$ cat config.mk
export PLATFORM = sky130hd
export DESIGN_NAME = perp_mode_ctl
export DESIGN_NICKNAME = d
export VERILOG_FILES = /design/src/rtl/perp_mode_pkg.sv /design/src/rtl/perp_mode_ctrl.sv /design/src/rtl/perp_mode_dp.sv /design/src/rtl/perp_gate_cnt.sv /design/src/rtl/perp_mode_ctl.sv
export SDC_FILE = /design/constraint.sdc
export NUM_CORES = 1
export LEC_CHECK = 0
export CELL_PAD_IN_SITES_DETAIL_PLACEMENT = 2
export CELL_PAD_IN_SITES_GLOBAL_PLACEMENT = 2
export CORE_MARGIN = 2
export CORE_UTILIZATION = 35
export CTS_CLUSTER_SIZE = 25
export DETAILED_ROUTE_END_ITERATION = 6
export DONT_BUFFER_PORTS = 1
export GPL_TIMING_DRIVEN = 0
export PLACE_DENSITY = 0.79
export SLEW_MARGIN = 20
export SYNTH_ARGS = -nofsm -noshare
export SYNTH_HDL_FRONTEND = slang
export SYNTH_SLANG_ARGS = --single-unit
$ cat constraint.sdc
create_clock -name clk -period 1.83 [get_ports clk]
set_clock_uncertainty 0.05 [all_clocks]
set_input_delay 0.183 -clock clk [delete_from_list [all_inputs] [get_ports clk]]
set_output_delay 0.183 -clock clk [all_outputs]
set_load 0.05 [all_outputs]
$ cat src/rtl/perp_mode_pkg.sv
package perp_mode_pkg;
  localparam int CMD_W   = 8;
  localparam int BIT_GAP = 0;
  localparam int BIT_WG  = 1;
  localparam int BIT_DRV = 2;
  localparam int BIT_OW  = 7;

  typedef struct packed {
    logic loadGlobal;
    logic loadDrives;
    logic clrGlobal;
    logic clrDrives;
  } pm_strb_t;
endpackage

$ cat src/rtl/perp_mode_ctrl.sv
module perp_mode_ctrl
  import perp_mode_pkg::*;
(
  input  logic             cmdValid,
  input  logic [CMD_W-1:0] cmdByte,
  input  logic             softRst,
  input  logic             hardRst,
  output pm_strb_t         strb
);
  // hard reset > soft reset > command
  always_comb begin
    strb.clrDrives  = hardRst;
    strb.clrGlobal  = hardRst | softRst;
    strb.loadGlobal = cmdValid & ~hardRst & ~softRst;
    strb.loadDrives = strb.loadGlobal & cmdByte[BIT_OW];
  end
endmodule

$ cat src/rtl/perp_mode_dp.sv
module perp_mode_dp
  import perp_mode_pkg::*;
#(
  parameter int NUM_DRV  = 4,
  parameter int LEN_W    = 6,
  parameter int PC_W     = 3,
  parameter int RATE_W   = 2,
  parameter int RATE_1M  = 3,
  parameter int LEN_STD  = 22,
  parameter int LEN_FAST = 41,
  parameter int WR_HALF  = 19,
  parameter int WR_FAST  = 38,
  localparam int DRV_W   = $clog2(NUM_DRV)
)(
  input  logic              clk,
  input  logic              rstN,
  input  pm_strb_t          strb,
  input  logic [CMD_W-1:0]  cmdByte,
  input  logic [DRV_W-1:0]  driveSel,
  input  logic [RATE_W-1:0] rateSel,
  input  logic [PC_W-1:0]   precompIn,
  output logic              perpActive,
  output logic [LEN_W-1:0]  gap2Len,
  output logic [LEN_W-1:0]  gap2Wr,
  output logic              precompZero,
  output logic [PC_W-1:0]   precompOut
);
  logic               glbGap, glbWg;
  logic [NUM_DRV-1:0] drvBits;
  logic               autoPerp, fastFmt, halfFmt;

  always_ff @(posedge clk or negedge rstN) begin
    if (!rstN) begin
      glbGap  <= 1'b0;
      glbWg   <= 1'b0;
      drvBits <= '0;
    end else begin
      if (strb.clrGlobal) begin
        glbGap <= 1'b0;
        glbWg  <= 1'b0;
      end else if (strb.loadGlobal) begin
        glbGap <= cmdByte[BIT_GAP];
        glbWg  <= cmdByte[BIT_WG];
      end
      if (strb.clrDrives) drvBits <= '0;
      else if (strb.loadDrives) drvBits <= cmdByte[BIT_DRV +: NUM_DRV];
    end
  end

  always_comb begin
    autoPerp = !glbGap && !glbWg && drvBits[driveSel];
    fastFmt  = (glbGap && glbWg) || (autoPerp && rateSel == RATE_W'(RATE_1M));
    halfFmt  = (glbGap && !glbWg) || (autoPerp && rateSel != RATE_W'(RATE_1M));
    perpActive  = fastFmt || halfFmt;
    gap2Len     = fastFmt ? LEN_W'(LEN_FAST) : LEN_W'(LEN_STD);
    gap2Wr      = fastFmt ? LEN_W'(WR_FAST) : (halfFmt ? LEN_W'(WR_HALF) : '0);
    precompZero = autoPerp;
    precompOut  = autoPerp ? '0 : precompIn;
  end

  a_r5_ow_guard: assert property (@(posedge clk) disable iff (!rstN)
    (strb.loadGlobal && !strb.loadDrives && !strb.clrDrives) |=> $stable(drvBits));
  a_r7_soft_keeps: assert property (@(posedge clk) disable iff (!rstN)
    (strb.clrGlobal && !strb.clrDrives) |=> ($stable(drvBits) && !glbGap && !glbWg));
  a_r8_hard_clear: assert property (@(posedge clk) disable iff (!rstN)
    strb.clrDrives |=> (drvBits == '0 && !glbGap && !glbWg));
  a_r4_ignore: assert property (@(posedge clk) disable iff (!rstN)
    (glbGap || glbWg) |-> !precompZero);
  a_r2_len_pair: assert property (@(posedge clk) disable iff (!rstN)
    !perpActive |-> (gap2Wr == '0 && gap2Len == LEN_W'(LEN_STD)));
endmodule

$ cat src/rtl/perp_gate_cnt.sv
module perp_gate_cnt #(
  parameter int LEN_W = 6
)(
  input  logic             clk,
  input  logic             rstN,
  input  logic [LEN_W-1:0] gap2Len,
  input  logic [LEN_W-1:0] gap2Wr,
  input  logic             writeStart,
  input  logic             byteStrobe,
  input  logic             writeEnd,
  output logic             wgateOut
);
  logic             active;
  logic [LEN_W-1:0] cnt, thr;

  always_ff @(posedge clk or negedge rstN) begin
    if (!rstN) begin
      active <= 1'b0;
      cnt    <= '0;
      thr    <= '0;
    end else if (writeStart) begin
      active <= 1'b1;
      cnt    <= '0;
      thr    <= gap2Len - gap2Wr;
    end else if (writeEnd) begin
      active <= 1'b0;
      cnt    <= '0;
    end else if (active && byteStrobe && cnt != thr) begin
      cnt <= cnt + 1'b1;
    end
  end

  assign wgateOut = active && (cnt == thr);

  a_r9_hold: assert property (@(posedge clk) disable iff (!rstN)
    (wgateOut && !writeStart && !writeEnd) |=> wgateOut);
  a_r9_end_drop: assert property (@(posedge clk) disable iff (!rstN)
    (writeEnd && !writeStart) |=> !wgateOut);
  a_r9_start_low: assert property (@(posedge clk) disable iff (!rstN)
    (writeStart && gap2Len != gap2Wr) |=> !wgateOut);
endmodule

$ cat src/rtl/perp_mode_ctl.sv
module perp_mode_ctl
  import perp_mode_pkg::*;
#(
  parameter int NUM_DRV = 4,
  parameter int LEN_W   = 6,
  parameter int PC_W    = 3,
  parameter int RATE_W  = 2,
  localparam int DRV_W  = $clog2(NUM_DRV)
)(
  input  logic              clk,
  input  logic              rstN,
  input  logic              cmdValid,
  input  logic [CMD_W-1:0]  cmdByte,
  input  logic              softRst,
  input  logic              hardRst,
  input  logic [DRV_W-1:0]  driveSel,
  input  logic [RATE_W-1:0] rateSel,
  input  logic [PC_W-1:0]   precompIn,
  input  logic              writeStart,
  input  logic              byteStrobe,
  input  logic              writeEnd,
  output logic              perpActive,
  output logic [LEN_W-1:0]  gap2Len,
  output logic [LEN_W-1:0]  gap2Wr,
  output logic              precompZero,
  output logic [PC_W-1:0]   precompOut,
  output logic              wgateOut
);
  pm_strb_t strb;

  perp_mode_ctrl i_ctrl (
    .cmdValid(cmdValid), .cmdByte(cmdByte),
    .softRst(softRst), .hardRst(hardRst), .strb(strb)
  );

  perp_mode_dp #(.NUM_DRV(NUM_DRV), .LEN_W(LEN_W), .PC_W(PC_W), .RATE_W(RATE_W)) i_dp (
    .clk(clk), .rstN(rstN), .strb(strb), .cmdByte(cmdByte),
    .driveSel(driveSel), .rateSel(rateSel), .precompIn(precompIn),
    .perpActive(perpActive), .gap2Len(gap2Len), .gap2Wr(gap2Wr),
    .precompZero(precompZero), .precompOut(precompOut)
  );

  perp_gate_cnt #(.LEN_W(LEN_W)) i_gate (
    .clk(clk), .rstN(rstN), .gap2Len(gap2Len), .gap2Wr(gap2Wr),
    .writeStart(writeStart), .byteStrobe(byteStrobe), .writeEnd(writeEnd),
    .wgateOut(wgateOut)
  );
endmodule

==> results.yml <==
status:
  status: "complete, but fails checks"
  failed_checks: "hold timing, setup timing"
logic_synthesis:
  yosys.cell_count.top_type: "dfrtp_1"
  synthCells: 106
  yosysUniqueCellTypes: 36
  synth-simple-area-share_pct: 26.7
  synth_top_family_by_area: "simple AND/OR/NAND/NOR gates"
  syn-cell-area_sq_um: 1040
  syn-num-nets: 130
  synth_top_cell_by_area: "dfrtp_1"
  yosys-top-cells-count: "dfrtp_1, nor2_1, buf_4"
  synthXorXnorAreaFrac_pct: 4.22
  synthAdderAreaFrac_pct: 1.21
  ys_warn_count: 0
  ys_seq_area_share_pct: 41.0
  synth_top_cell_area_share_pct: 41.0
  synth_seq_cells: 17
  synth-compound-area-share_pct: 7.60
  synth-edff-count: 0
  avgSynthCellArea_sq_um: 9.79
  muxShareOfSynthArea_pct: 9.05
  synth_ff_type: "dfrtp_1"
  ys_async_sr_fraction_pct: 100
  synth_area_leaders: "dfrtp_1, buf_4, mux2i_1"
sta:
  post-route-period-util_pct: 122
  finalWorstSetupSlack_ns: -0.401
  worst_pin_slew_ns: 0.818
  final.min_clock_period_ns: 2.23
  hold_ws_ns: -0.00326
  final-hold-violation-count: 1
  rsz0062_at_grt: "yes"
  setup_viol: 17
  slew_violations: 0
  max-slew-margin-rel_pct: 45.3
  finalSetupTns_ns: -4.26
  fmax_mhz: 448
floorplan:
  dieArea_sq_um: 3420
  start_util_pct: 37.3
  io_pins: 41
  die_height_microns: 58.4
  rows: 19
  core_sq_um: 2780
  die_w_microns: 58.4
placed_design:
  dp_hpwl_microns: 1980
  dp_slack_ns: -0.153
  port_buffers: 0
  gp_congestion: 0.753
  placed_area_sq_um: 1090
drt:
  vias: 885
  ant_nets: 0
  drt_iter0_drc: 8
  wl_microns: 3580
  dr.pass1.iters: 5
  post-route-drc-count: 0
  viasPerCell: 5.53
  wire_per_inst_microns: 22.4
critical_path:
  r2r_start: "i_gate.cnt[5]$_DFFE_PN0P_"
  worst_ep_required_time_ns: 1.60
  start_kind: "flip-flop"
  cp.arrival_ns: 2.00
  crit_path_end_kind: "output pin"
  crit_path_max_fanout: 3
  startpoint: "i_dp.drvBits[3]$_DFFE_PN0P_"
  worstSetupPathType: "flip-flop to output pin"
power_and_ir_drop:
  powerDensity_nw_per_um2: 595
  leakage_nw: 0.676
  vdd_ir_drop_max_v: 0.000488
clocking:
  cts_made_buffers: 3
  clock_latency_ns: 0.31
  cts_tree: "yes"
  cts_root_buf: "clkbuf_4"
  cts.sinks: 17
  cts.htree.levels: 1
  cts.path.max_buffers: 2
  path_clk_slew_ns: 0.12
finish:
  antennaDiodeCount: 0
  syn_to_final_growth_pct: 33.7
  drive_gt1_share_pct: 38.8
  finalNetCount: 154
  finish.instance_area_sq_um: 1390
global_routing:
  grt_pass1_wl_microns: 4970
  overflow: 0
  first_global_vias: 956
  grt_antenna_before_repair: 0
  gr-usage-all-layers_pct: 19.7
  grt_start_max_net_pins: 18
job:
  cap_violations: 0
hold_path:
  worstHoldStart: "writeStart"
  hold_class: "input port to flip-flop"
## worst paths after layout
check | slack [ns] | cells after the start | endpoint
worst max-delay path | -0.40 | 4 | gap2Wr[1]
worst min-delay path | -0.003 | 2 | i_gate.thr[0]$_DFFE_PN0P_
worst max register to register | 0.19 | 6 | i_gate.cnt[0]$_DFFE_PN0P_
worst min register to register | 0.46 | 1 | i_gate.thr[1]$_DFFE_PN0P_
max in group asynchronous | 0.82 | 1 | i_gate.cnt[0]$_DFFE_PN0P_
min in group asynchronous | 0.35 | 1 | i_gate.active$_DFFE_PN0P_
## worst max-delay path, cell delays in order (launching register included)
cell and delay [ns]:
dfrtp_1 0.41, mux4_2 0.54, a21oi_4 0.19, clkinvlp_4 0.30
buf_8 0.25
## power breakdown
| group | internal [mW] | switching (mW) | leakage, nW |
|---|---|---|---|
| logic | 0.0751 | 0.124 | 0.439 |
| clock network | 0.0817 | 0.139 | 0.0177 |
| registers | 0.389 | 0.0167 | 0.219 |
| total | 0.545 | 0.280 | 0.676 |
## placed cells by master (no fill, tap or decap), types with 3 or more instances in the layout
master	Yosys	final
mux2i_1	6	6
clkbuf_4	0	3
and3_1	3	3
nand2b_1	3	3
nor2_1	11	9
nand2_1	5	5
dfrtp_1	17	16
and2_4	0	4
inv_1	5	3
dlygate4sd3_1	0	8
buf_4	10	13
buf_8	0	5
xor2_1	5	3
nand3_1	3	3
buf_6	0	3
## per-stage QoR
step                utilization (%)  total power, mW  cells
global route                   49.8            0.849    160
finish                         49.8            0.825    160
global placement               39.1            0.541    137
CTS                            46.3            0.793    152
detailed placement             39.1            0.547    137
floorplan                         -            0.528    106
## what timing repair did
action / in CTS / in global routing
gates resized for setup: 25 / 8
buffers inserted: 3 / 8
gates cloned: 0 / 0
pin swaps: 7 / 5
hold buffers: 8 / 0
endpoints found under the hold margin: 27 / 0
setup endpoints to repair: 16 / 17
## cell type report
type                    count  area [sq um]
flip-flops and latches     17           427
multi-input cells          72           571
clock buffers               3          22.5
plain buffers              12           133
well taps                  31          38.8
clock inverters             1          5.00
fillers                   272          1400
repair buffers             19           163
inverters                   5          27.5
## registers in the layout (all words and copies together), names as in the netlist
signal / count
i_dp.glbWg: 1
i_dp.drvBits: 4
i_gate.thr: 4
i_dp.glbGap: 1
i_gate.active: 1
i_gate.cnt: 6
## metal layers
layer	routed length (microns)	global-route usage, %	vias up
met5	0	0	-
met2	2000	36.8	32
li1	-	-	395
met4	79	3.99	0
met3	128	3.08	6
met1	1370	23.8	452
## cells by family (layout without fill, tap and decap cells)
family | count (synthesis) | after routing
fa+ha+maj | 1 | 1
mux | 8 | 8
xor+xnor | 5 | 5
compound gates | 10 | 10
buf+inv | 17 | 40
flops | 17 | 17
other cells | 1 | 1
simple gates | 47 | 47
Note: power is estimated with default switching activity, not from simulation.
